==> config.mk <==
export PLATFORM = sky130hd
export DESIGN_NAME = flash_write_guard
export DESIGN_NICKNAME = d
export VERILOG_FILES = /design/src/rtl/fwg_pkg.sv /design/src/rtl/fwg_strobe_qual.sv /design/src/rtl/fwg_region_chk.sv /design/src/rtl/fwg_reset_seq.sv /design/src/rtl/flash_write_guard.sv
export SDC_FILE = /design/constraint.sdc
export NUM_CORES = 1
export LEC_CHECK = 0
export BUFFER_PORTS_ARGS = -buffer_cell sky130_fd_sc_hd__buf_2
export CAP_MARGIN = 40
export CORE_MARGIN = 2
export CORE_UTILIZATION = 53
export DETAILED_ROUTE_END_ITERATION = 10
export PLACE_DENSITY_LB_ADDON = 0.25
export SLEW_MARGIN = 0
export SYNTH_ARGS = -nofsm -noshare
export SYNTH_HDL_FRONTEND = slang
export SYNTH_SLANG_ARGS = --single-unit
==> constraint.sdc <==
create_clock -name clk -period 2.2 [get_ports clk]
set_input_delay 0.55 -clock clk [delete_from_list [all_inputs] [get_ports clk]]
set_output_delay 0.55 -clock clk [all_outputs]
set_load 0.02 [all_outputs]
==> src/rtl/fwg_pkg.sv <==
package fwg_pkg;

    typedef struct packed {
        logic ce_n;
        logic oe_n;
        logic we_n;
    } strobe_t;

    typedef enum logic [1:0] {
        RS_READY   = 2'd0,
        RS_HELD    = 2'd1,
        RS_RECOVER = 2'd2
    } rst_phase_e;

    function automatic logic strobe_on(strobe_t s);
        return !s.ce_n && !s.we_n && s.oe_n;
    endfunction

    function automatic logic strobe_closing(strobe_t s);
        return s.oe_n && (s.we_n || s.ce_n);
    endfunction

endpackage

==> src/rtl/fwg_strobe_qual.sv <==
module fwg_strobe_qual
    import fwg_pkg::*;
#(
    parameter int ADDR_W     = 21,
    parameter int GLITCH_CYC = 3
) (
    input  logic              clk,
    input  logic              rst,
    input  strobe_t           ctl,
    input  logic              pwr_good,
    input  logic              req,
    input  logic [ADDR_W-1:0] addr,
    output logic              close_evt,
    output logic              req_q,
    output logic [ADDR_W-1:0] addr_q
);
    localparam int CW = $clog2(GLITCH_CYC + 1);

    logic [CW-1:0] width_cnt;
    logic          active;
    logic          qualified;

    assign active    = strobe_on(ctl) && pwr_good;
    assign qualified = width_cnt >= CW'(GLITCH_CYC);
    assign close_evt = qualified && pwr_good && strobe_closing(ctl);

    always_ff @(posedge clk) begin
        if (rst) begin
            width_cnt <= '0;
            req_q     <= 1'b0;
            addr_q    <= '0;
        end else if (active) begin
            if (!qualified) begin
                width_cnt <= width_cnt + CW'(1);
            end
            req_q  <= req;
            addr_q <= addr;
        end else begin
            width_cnt <= '0;
        end
    end

endmodule

==> src/rtl/fwg_region_chk.sv <==
module fwg_region_chk #(
    parameter int ADDR_W    = 21,
    parameter int BLK_WORDS = 4096,
    parameter int PROT_BLKS = 2,
    parameter bit PROT_TOP  = 1'b1
) (
    input  logic [ADDR_W-1:0] addr,
    output logic              in_region
);
    localparam longint SPAN  = longint'(BLK_WORDS) * longint'(PROT_BLKS);
    localparam longint SPACE = longint'(1) << ADDR_W;

    generate
        if (PROT_TOP) begin : g_top
            localparam logic [ADDR_W-1:0] LOW_EDGE = ADDR_W'(SPACE - SPAN);
            assign in_region = addr >= LOW_EDGE;
        end else begin : g_bottom
            localparam logic [ADDR_W-1:0] HIGH_EDGE = ADDR_W'(SPAN);
            assign in_region = addr < HIGH_EDGE;
        end
    endgenerate

endmodule

==> src/rtl/fwg_reset_seq.sv <==
module fwg_reset_seq
    import fwg_pkg::*;
#(
    parameter int RST_MIN_CYC = 4,
    parameter int RECOV_CYC   = 6
) (
    input  logic clk,
    input  logic rst,
    input  logic pin_n,
    output logic abort,
    output logic ready
);
    localparam int LW = $clog2(RST_MIN_CYC + 1);
    localparam int RW = $clog2(RECOV_CYC + 1);

    rst_phase_e    phase;
    logic [LW-1:0] low_cnt;
    logic [RW-1:0] rec_cnt;
    logic          long_low;

    assign long_low = !pin_n && (low_cnt == LW'(RST_MIN_CYC - 1));
    assign ready    = (phase == RS_READY);

    always_ff @(posedge clk) begin
        if (rst) begin
            phase   <= RS_READY;
            low_cnt <= '0;
            rec_cnt <= '0;
            abort   <= 1'b0;
        end else begin
            abort <= 1'b0;
            if (pin_n) begin
                low_cnt <= '0;
            end else if (low_cnt != LW'(RST_MIN_CYC)) begin
                low_cnt <= low_cnt + LW'(1);
            end
            unique case (phase)
                RS_HELD: begin
                    if (pin_n) begin
                        phase   <= RS_RECOVER;
                        rec_cnt <= RW'(RECOV_CYC);
                    end
                end
                RS_RECOVER: begin
                    if (long_low) begin
                        phase <= RS_HELD;
                        abort <= 1'b1;
                    end else begin
                        rec_cnt <= rec_cnt - RW'(1);
                        if (rec_cnt == RW'(1)) begin
                            phase <= RS_READY;
                        end
                    end
                end
                default: begin
                    if (long_low) begin
                        phase <= RS_HELD;
                        abort <= 1'b1;
                    end
                end
            endcase
        end
    end

endmodule

==> src/rtl/flash_write_guard.sv <==
module flash_write_guard
    import fwg_pkg::*;
#(
    parameter int ADDR_W      = 21,
    parameter int BLK_WORDS   = 4096,
    parameter int PROT_BLKS   = 2,
    parameter bit PROT_TOP    = 1'b1,
    parameter int GLITCH_CYC  = 3,
    parameter int RST_MIN_CYC = 4,
    parameter int RECOV_CYC   = 6
) (
    input  logic              clk,
    input  logic              rst,
    input  logic              ce_n,
    input  logic              oe_n,
    input  logic              we_n,
    input  logic              wp_n,
    input  logic              wp_driven,
    input  logic              pwr_good,
    input  logic              rst_pin_n,
    input  logic              req,
    input  logic [ADDR_W-1:0] addr,
    output logic              wr_permit,
    output logic              op_abort,
    output logic              rd_ready
);
    strobe_t           ctl;
    logic              close_evt;
    logic              req_q;
    logic [ADDR_W-1:0] addr_q;
    logic              in_region;
    logic              wp_eff;
    logic              locked;
    logic              grant_d;

    assign ctl = '{ce_n: ce_n, oe_n: oe_n, we_n: we_n};

    fwg_strobe_qual #(
        .ADDR_W     (ADDR_W),
        .GLITCH_CYC (GLITCH_CYC)
    ) u_strobe (
        .clk       (clk),
        .rst       (rst),
        .ctl       (ctl),
        .pwr_good  (pwr_good),
        .req       (req),
        .addr      (addr),
        .close_evt (close_evt),
        .req_q     (req_q),
        .addr_q    (addr_q)
    );

    fwg_region_chk #(
        .ADDR_W    (ADDR_W),
        .BLK_WORDS (BLK_WORDS),
        .PROT_BLKS (PROT_BLKS),
        .PROT_TOP  (PROT_TOP)
    ) u_region (
        .addr      (addr_q),
        .in_region (in_region)
    );

    fwg_reset_seq #(
        .RST_MIN_CYC (RST_MIN_CYC),
        .RECOV_CYC   (RECOV_CYC)
    ) u_rstseq (
        .clk   (clk),
        .rst   (rst),
        .pin_n (rst_pin_n),
        .abort (op_abort),
        .ready (rd_ready)
    );

    assign wp_eff  = wp_n || !wp_driven;
    assign locked  = in_region && !wp_eff;
    assign grant_d = close_evt && req_q && rst_pin_n && rd_ready && !locked;

    always_ff @(posedge clk) begin
        if (rst) begin
            wr_permit <= 1'b0;
        end else begin
            wr_permit <= grant_d;
        end
    end

endmodule

Yosys cells after proc, flatten, opt, wreduce, memory -nomap -nowiden --
Cells that the tools add are included.
Storage, ports and cells: word-level logic and storage cells 59, bits in writable memories 0, flip-flop bits (word level) 34, memory bits (read-only) 0, memories kept 0, latch bits 0, output and inout bits 3, bits of input ports 31
Operators by class: divide/modulo/power cells 0, mux-type cells 9, add/sub/neg operators 3, bitwise logic cells 1, shifts and indexed selects 0, reduce and logical (&&, ||, !) cells 28, multiply operators 0, $lt $le $gt $ge 2, equal/unequal tests 8
Operators by type and width (count):
- >= comparator 21 bit (second input constant) | 1
- logical AND 1 bit | 12
- two-way mux 2 bit | 4
- zero test 1 bit | 6
- two-way mux 3 bit | 2
- one-hot mux 3 bit (2 select lines) | 1
- AND reduction 3 bit | 2
- OR reduction 2 bit | 3
- inequality test 2 bit (second input constant) | 2
- one-hot mux 2 bit (2 select lines) | 1
- adder 3 x 1 -> 3 bit (second input constant) | 1
- equality test 3 x 1 -> 1 bit (second input constant) | 1
- equality test 3 x 2 -> 1 bit (second input constant) | 1
- inequality test 3 x 1 -> 1 bit (second input constant) | 1
- inequality test 3 bit (second input constant) | 1
- nonzero test 3 bit | 1
- subtractor 3 x 1 -> 3 bit (second input constant) | 1
- adder 2 x 1 -> 2 bit (second input constant) | 1
- equality test 2 x 1 -> 1 bit (second input constant) | 1
- equality test 2 bit (second input constant) | 1
- >= comparator 2 bit (second input constant) | 1
- zero test 2 bit | 1
- logical OR 1 bit | 2
- nonzero test 2 bit | 1
- other kinds (2) | 2

Depth between registers and ports, before layout --
Gate-level depths: netlist of the first run.
depth in word-level cells 7, gate-level depth with buffers 6, mapped depth without buffers 5

Cells and area by module --
A second synthesis of the first run with hierarchy kept.
Unflattened totals: cell total of the unflattened synthesis 162, area, all modules 1665.3 sq um
Modules (own cells, without submodules):
- fwg_strobe_qual | cells each 105, sequential area each 480.5 sq um, times used 1, area each 1127.3 sq um
- fwg_reset_seq | cells each 50, sequential area each 180.2 sq um, times used 1, area each 478.0 sq um
- flash_write_guard | cells each 4, sequential area each 20.0 sq um, times used 1, area each 43.8 sq um
- fwg_region_chk | cells each 3, sequential area each 0.0 sq um, times used 1, area each 16.3 sq um

Least setup slack after synthesis of the first run --
No wires, ideal clock.
kind reg-to-reg, start register u_rstseq.phase[0], end register u_rstseq.phase[0], buffers on the path 1, required time 2.081 ns, arrival time 1.249 ns, cell stages (with the launch flop) 7, library setup time 0.119 ns, clock period less this slack 1.367 ns, slack 0.833 ns, path through dfxtp_1 > inv_1 > ha_1 > buf_6 > nand2b_1 > and3_1 > o221a_1
Between the ends: longest elaborated chain between the ends 3, elaborated cells on any way between the ends 7, those cells by class 4 x eq/ne; 1 x mux; 2 x reduce/logical
RTL lines:
- start, declared | line fwg_reset_seq.sv:16 | rst_phase_e phase;
- start signal, assigned | line fwg_reset_seq.sv:26 | phase <= RS_READY;
- start signal, assigned | line fwg_reset_seq.sv:40 | phase <= RS_RECOVER;
- start signal, assigned | line fwg_reset_seq.sv:46 | phase <= RS_HELD;
- equality test 2 bit or equality test 2 x 1 -> 1 bit (tied branches) | line fwg_reset_seq.sv:37 | unique case (phase)
- inequality test 3 x 1 -> 1 bit (no source line), or another cell as far along
- AND reduction 3 bit (no source line)
Several ways; a longest one is shown, not always the timed one. A chain may end at the register's enable or synchronous reset.

Worst setup path in the final report of the first run --
start register u_rstseq.phase[0], end output rd_ready
Between the ends: longest elaborated chain between the ends 1
RTL lines:
- zero test 2 bit | line fwg_reset_seq.sv:22 | assign ready = (phase == RS_READY);
- end, declared | line flash_write_guard.sv:25 | output logic rd_ready
No other way between the ends.

==> impl_metrics.py, run 1 <==
metrics = {
    "timing": {
        "hold_viol_final": 0,
        "finalMaxSlewViolations": 0,
        "period_needed_ps": 1694,
        "holdWs_ps": 462.4,
        "fmax_ghz": 0.5903,
        "skew_ps": 4.123,
        "final.setup.tns_ps": 0,
        "finalSetupViolCount": 0,
        "setup_ws_ps": 505.9,
        "period_share": 0.7700,
        "slew_headroom": 0.6597,
        "rsz0062_at_grt": "false",
        "worst_slew_pin_slew_ps": 507.5,
    },
    "pwr": {
        "ir_drop_mv": 0.5018,
        "cellPowerDensity_mw_per_mm2": 815.3,
        "p_leak_nw": 0.4713,
    },
    "finish": {
        "syn_to_final_growth_pct": 6.774,
        "multi_input_comb_area_um2": 619.3,
        "drive_gt1_frac": 0.3094,
        "seqCellArea_um2": 420.4,
        "num-nets-final": 180,
        "final_area_mm2": 0.001242,
        "instances_no_fill": 166,
        "num_antenna_cells": 0,
        "num-fill-cells": 196,
    },
    "clock_tree": {
        "ctsRootBufferMaster": "clkbuf_4",
        "cts_tree": "built",
        "ctsHtreeMaxLevel": 1,
        "clk_latency_ps": 300,
        "cts_resized": 0,
        "cts_sinks": 21,
        "cts_buffers": 3,
        "path_clk_slew_ps": 120,
        "clock_path_buffers": 2,
        "ctsHoldBuffers": 0,
        "cts_setup_buffers": 0,
    },
    "yosys": {
        "synth_cell_types": 40,
        "synth_edf_count": 0,
        "synth_top_cell_by_area": "dfxtp_1",
        "synthArstFlopShare": 0,
        "seq_area_frac_synth": 0.3613,
        "syn-num-nets": 165,
        "avgSynthCellArea_um2": 9.309,
        "syn_inst": 125,
        "synth_seq_cells": 21,
        "synth_ff_type": "dfxtp_1",
        "synthTopCellsByArea": "dfxtp_1 (36%), ha_1 (9.7%), a21oi_2 (7.5%), nand2_1 (5.8%), inv_1 (3.5%)",
        "syn_area_mm2": 0.001164,
        "synth_top_area_frac": 0.3613,
        "yosys_warnings": 0,
    },
    "setup_path": {
        "reg2reg_from": "u_rstseq.phase[0]",
        "cp.required_ps": 1650,
        "worstSetupStartpoint": "u_rstseq.phase[0]",
        "cp-end-kind": "output port",
        "cp_slowest_cell": "dfxtp_1",
        "worst_path_dominant_cell_family": "flip-flops",
        "critPathLaunchType": "register",
        "crit_chain": "inv_1 > ha_1 > buf_2",
        "critical_path_buf_inv_count": 2,
        "crit_type": "register to output port",
        "max_stage_delay_ps": 390,
        "arrival_ps": 1140,
        "cp_max_fo": 3,
    },
    "routing": {
        "num_vias": 891,
        "dr.pass1.iters": 4,
        "wl_per_cell_um": 12.37,
        "avgViaCountPerCell": 5.367,
        "antenna_left": 0,
        "drtIter0Drc": 11,
        "drc_errors": 0,
        "drt-total-wl_um": 2054,
    },
    "floorplan": {
        "die_w_um": 50.86,
        "io_pins": 34,
        "initial_utilization": 0.5755,
        "die_h_um": 50.86,
        "row_count": 16,
        "dieArea_mm2": 0.002586,
        "core_area_mm2": 0.002022,
    },
    "placed_design": {
        "place_inst": 162,
        "dp_hpwl_um": 1564,
        "dpl_worst_slack_ps": 578.4,
        "io_buffers": 20,
        "place_congestion": 0.7317,
        "place_area_mm2": 0.001215,
    },
    "global_routing": {
        "grt_max_degree": 19,
        "antenna_found_initial": 0,
        "grt_overflow": 0,
        "grt_pass1_wl_um": 3553,
        "grt_pass1_vias": 862,
        "grt_util_all_layers": 0.1757,
    },
    "min_path": {
        "holdCritPathClass": "primary input to register",
        "hold_start": "addr[17]",
    },
    "run": {
        "cap_violations": 0,
    },
    "outcome": {
        "status": "finished, final reports clean",
    },
}
## state kept, by name, summed over array words and instances (netlist names)
register	flops
u_strobe.width_cnt	2
u_rstseq.phase	2
u_rstseq.low_cnt	3
u_rstseq.abort	1
u_strobe.addr_q	8
u_strobe.req_q	1
u_rstseq.rec_cnt	3
wr_permit	1
## report_power, final
group | total, mW | leakage (nW) | switching [mW] | internal [mW]
combinational | 0.364 | 0.283 | 0.198 | 0.166
sequential | 0.461 | 0.170 | 0.0375 | 0.424
clock | 0.187 | 0.0177 | 0.120 | 0.0679
## stage by stage
stage            util  total power [mW]
2_1_floorplan       -            0.7658
3_3_place_gp   0.6009            0.8152
3_5_place_dp   0.6009            0.8370
4_1_cts        0.6145             1.024
5_1_grt        0.6145             1.092
6_report       0.6145             1.013
## cells in the final DEF (no fill, tap or decap), drive strengths merged, types with 2 or more instances in the layout
cell    Yosys  routed
nand2      22      22
dfxtp      21      21
buf        10      20
a21oi      12      12
inv        11      11
ha          9       9
o21ai       4       4
nor3        4       4
nand2b      3       3
nand4       3       3
clkbuf      0       3
mux2i       2       2
o221a       2       2
nor4        2       2
nand3       2       2
## cell type report
type | count | share of cell area
clock inverters | 1 | 0.004028
flip-flops and latches | 21 | 0.3384
inverters | 11 | 0.03323
multi-input cells | 83 | 0.4985
clock buffers | 3 | 0.01813
well taps | 27 | 0.02719
repair buffers | 20 | 0.08056
## per-layer routing
metal / wire length, µm / GRT usage / up-vias
met5: 0 / 0 / -
met4: 21 / 0.04054 / 0
met3: 89 / 0.03509 / 2
met2: 981 / 0.3114 / 17
met1: 962 / 0.2192 / 419
li1: - / - / 453
## worst paths after layout
path                                       endpoint  cells after the start  slack (ps)
worst max-delay path                       rd_ready                      3         510
worst min-delay path            u_strobe.addr_q[17]                      3         460
worst max register to register    u_rstseq.phase[1]                      5         710
worst min register to register  u_strobe.addr_q[13]                      2         480
## Yosys cell counts (all sizes together), types with 2 or more instances
cell type   n
buf        10
mux2i       2
o221a       2
nor3        4
nand2      22
nand3       2
o21ai       4
nor4        2
nand4       3
dfxtp      21
ha          9
inv        11
a21oi      12
nand2b      3
## tightest hold or removal path: cells and delay by family
family                 cells  cell delay (ps)
buffers and inverters      1              100
AND/OR/NAND/NOR            1               50
AO/OA/AOI/OAI              1               40
## cell families (layout without fill, tap and decap cells)
group / Yosys count / in the layout / synth area share
compound gates: 23 / 23 / 0.1656
xor+xnor: 2 / 2 / 0.01506
fa+ha+maj: 9 / 9 / 0.09678
buf+inv: 21 / 35 / 0.1065
flops: 21 / 21 / 0.3613
mux: 3 / 3 / 0.02688
simple gates: 46 / 46 / 0.2280
(Power assumes the default switching activity.)
==> run 2, diff against run 1 <==
--- a/config.mk
+++ b/config.mk
@@ -5,10 +5,11 @@
 export SDC_FILE = /design/constraint.sdc
 export NUM_CORES = 1
 export LEC_CHECK = 0
+export ABC_AREA = 1
 export BUFFER_PORTS_ARGS = -buffer_cell sky130_fd_sc_hd__buf_2
 export CAP_MARGIN = 40
 export CORE_MARGIN = 2
-export CORE_UTILIZATION = 53
+export CORE_UTILIZATION = 44
 export DETAILED_ROUTE_END_ITERATION = 10
 export PLACE_DENSITY_LB_ADDON = 0.25
 export SLEW_MARGIN = 0
==> constraint.sdc (replaced) <==
create_clock -name clk -period 1.4 [get_ports clk]
set_input_delay 0.35 -clock clk [delete_from_list [all_inputs] [get_ports clk]]
set_output_delay 0.35 -clock clk [all_outputs]
set_load 0.02 [all_outputs]
==> impl_metrics.py, run 2 <==
metrics = {
    "yosys": {
        "syn_area_mm2": 0.001117,
        "synth_ff_type": "dfxtp_1",
        "yosysMostFrequentCell": "nor2_1",
        "synthTopCellsByArea": "dfxtp_1 (38%), nor2_1 (10%), ha_1 (10%), nand2_1 (7.1%), inv_1 (4.7%)",
        "synth_cell_types": 24,
        "syn-num-nets": 189,
        "yosys_warnings": 0,
        "synth_edf_count": 0,
        "seq_area_frac_synth": 0.3763,
        "synth_common_cells": "nor2_1 (31), dfxtp_1 (21), nand2_1 (21), inv_1 (14), ha_1 (9)",
        "avgSynthCellArea_um2": 7.499,
        "syn_inst": 149,
        "synth_top_area_frac": 0.3763,
        "synth_seq_cells": 21,
        "synthArstFlopShare": 0,
        "synth_top_cell_by_area": "dfxtp_1",
    },
    "routing": {
        "drt-total-wl_um": 2212,
        "avgViaCountPerCell": 4.809,
        "drc_errors": 0,
        "wl_per_cell_um": 11.12,
        "num_vias": 957,
        "dr.pass1.iters": 4,
        "antenna_left": 0,
        "drtIter0Drc": 28,
    },
    "placed_design": {
        "place_area_mm2": 0.001192,
        "place_congestion": 0.8489,
        "dp_hpwl_um": 1565,
        "place_inst": 192,
        "dpl_worst_slack_ps": 60.16,
        "io_buffers": 20,
    },
    "setup_path": {
        "worst_r2r_endpoint": "u_rstseq.phase[0]",
        "arrival_ps": 1030,
        "crit_type": "register to output port",
        "max_stage_delay_ps": 350,
        "cp_slowest_cell": "dfxtp_2",
        "worst_path_dominant_cell_family": "flip-flops",
        "rrSetupSlack_ps": 50,
        "rr_worst_depth": 8,
        "cp-end-kind": "output port",
        "critical_path_buf_inv_count": 2,
        "crit_chain": "inv_1 > ha_4 > buf_6",
        "cp.required_ps": 1050,
        "reg2reg_from": "u_rstseq.low_cnt[0]",
        "cp_max_fo": 2,
        "critPathLaunchType": "register",
    },
    "floorplan": {
        "die_h_um": 54.39,
        "initial_utilization": 0.4594,
        "dieArea_mm2": 0.002958,
        "die_w_um": 54.39,
        "core_area_mm2": 0.002432,
        "row_count": 18,
        "io_pins": 34,
    },
    "timing": {
        "setup_ws_ps": 20.84,
        "final.setup.tns_ps": 0,
        "period_share": 0.9851,
        "finalMaxSlewViolations": 0,
        "hold_viol_final": 0,
        "slew_headroom": 0.8713,
        "period_needed_ps": 1379,
        "holdWs_ps": 259.5,
        "rsz0062_at_grt": "true",
        "worst_slew_pin_slew_ps": 187.7,
        "finalSetupViolCount": 0,
        "fmax_ghz": 0.7251,
        "skew_ps": 3.739,
    },
    "global_routing": {
        "grt_util_all_layers": 0.1534,
        "grt_overflow": 0,
        "grt_pass1_wl_um": 3270,
        "grt_pass1_vias": 797,
        "grt_max_degree": 13,
        "antenna_found_initial": 0,
    },
    "finish": {
        "instances_no_fill": 199,
        "reg_top3": "u_strobe.addr_q: 8 flops, u_rstseq.low_cnt: 3 flops, u_rstseq.rec_cnt: 3 flops",
        "num_antenna_cells": 0,
        "drive_gt1_frac": 0.3077,
        "largest_register": "u_strobe.addr_q",
        "syn_to_final_growth_pct": 14.45,
        "num-fill-cells": 258,
        "final_common_cell": "nor2_1",
        "final_area_mm2": 0.001279,
        "num-nets-final": 210,
        "fin_util": 0.5257,
        "final_cell_mix": "nor2_1 (29), nand2_1 (21), buf_2 (19)",
        "largest_reg_flops": 8,
    },
    "min_path": {
        "holdPathStages": 3,
        "hold_start": "addr[19]",
        "holdCritPathClass": "primary input to register",
        "hold-path-endpoint": "u_strobe.addr_q[19]",
    },
    "clock_tree": {
        "cts_sinks": 21,
        "cts_buffers": 3,
        "ctsRootBufferMaster": "clkbuf_4",
        "path_clk_slew_ps": 120,
        "ctsHtreeMaxLevel": 1,
        "cts_tree": "built",
        "clk_latency_ps": 320,
        "clock_path_buffers": 2,
    },
    "pwr": {
        "ir_drop_mv": 0.6974,
        "intPower_mw": 1.213,
        "combPwrFrac": 0.493,
        "pwr-share-clk": 0.154,
        "p_switching_mw": 0.8242,
        "seqPwrFrac": 0.353,
        "p_leak_nw": 0.6075,
        "total_power_mw": 2.037,
        "p_sw_frac": 0.4046,
        "cellPowerDensity_mw_per_mm2": 1593,
    },
    "run": {
        "cap_violations": 0,
    },
    "outcome": {
        "status": "finished, final reports clean",
    },
}
[run 2: cell types whose count changed in the layout (fill, tap and decap cells not counted), sizes merged, moves of 2 or more]
cell,change
o21ai,+8
nor4,-2
nand2b,-3
o221a,-2
inv,+9
a21oi,-7
nor2,+31
buf,+3
nand2,+4
nand3,+7
[run 2: cell families after synthesis]
logic type	count (synthesis)	synth area share
AOI/OAI and AO/OA	17	0.07615
xor gates and xnor gates	1	0.007840
adders and majority gates	9	0.1008
buffers and inverters	27	0.1254
DFF	21	0.3763
muxes	1	0.008959
and+or+nand+nor	73	0.3046
[run 2: layout make-up]
| type | instances | area, µm² | share of cell area |
|---|---|---|---|
| clock buffer | 3 | 22.52 | 0.01761 |
| clock inverter | 1 | 5.005 | 0.003914 |
| inverter | 20 | 77.57 | 0.06067 |
| multi-input combinational | 101 | 583.1 | 0.4560 |
| sequential | 21 | 424.2 | 0.3317 |
| tap | 30 | 37.54 | 0.02935 |
| timing repair buffer | 23 | 128.9 | 0.1008 |
[run 2: tightest hold or removal path, delay by kind of cell]
family / cells / cell delay (ps)
AO/OA/AOI/OAI: 1 / 60
buffers and inverters: 1 / 80
AND/OR/NAND/NOR: 1 / 70
[run 2: how the worst max path moves through the flow]
stage / endpoint / startpoint / cells after the start / slack (ps)
after floorplan: u_rstseq.phase[0] / u_rstseq.low_cnt[0] / 8 / 200
final: rd_ready / u_rstseq.phase[1] / 3 / 20
after global routing: u_rstseq.phase[0] / u_rstseq.low_cnt[1] / 8 / -60
after CTS: rd_ready / u_rstseq.phase[1] / 3 / 4
after detailed placement: u_rstseq.phase[0] / u_rstseq.low_cnt[0] / 8 / 60
after global placement: u_rstseq.phase[0] / u_rstseq.low_cnt[0] / 8 / 120
[run 2: power by group through the flow]
stage | Combinational (mW) | Clock [mW] | Sequential, mW
3_5_place_dp | 0.767 | 0 | 0.733
6_report | 1.00 | 0.313 | 0.720
5_1_grt | 1.12 | 0.351 | 0.731
3_3_place_gp | 0.729 | 0 | 0.726
2_1_floorplan | 0.617 | 0 | 0.719
4_1_cts | 0.896 | 0.320 | 0.719
[run 2: metal layers]
layer,wire length (µm),vias up,track usage
met5,0,-,0
met2,1024,22,0.2329
met1,1046,423,0.2027
li1,-,506,-
met3,82,6,0.02459
met4,59,0,0.09167
[run 2: timing repair]
action                                  in CTS  in global routing
buffers inserted                             3                  0
gates resized for setup                      6                  7
pin swaps                                    1                  1
endpoints found under the setup margin       1                  5
hold buffers                                 0                  0
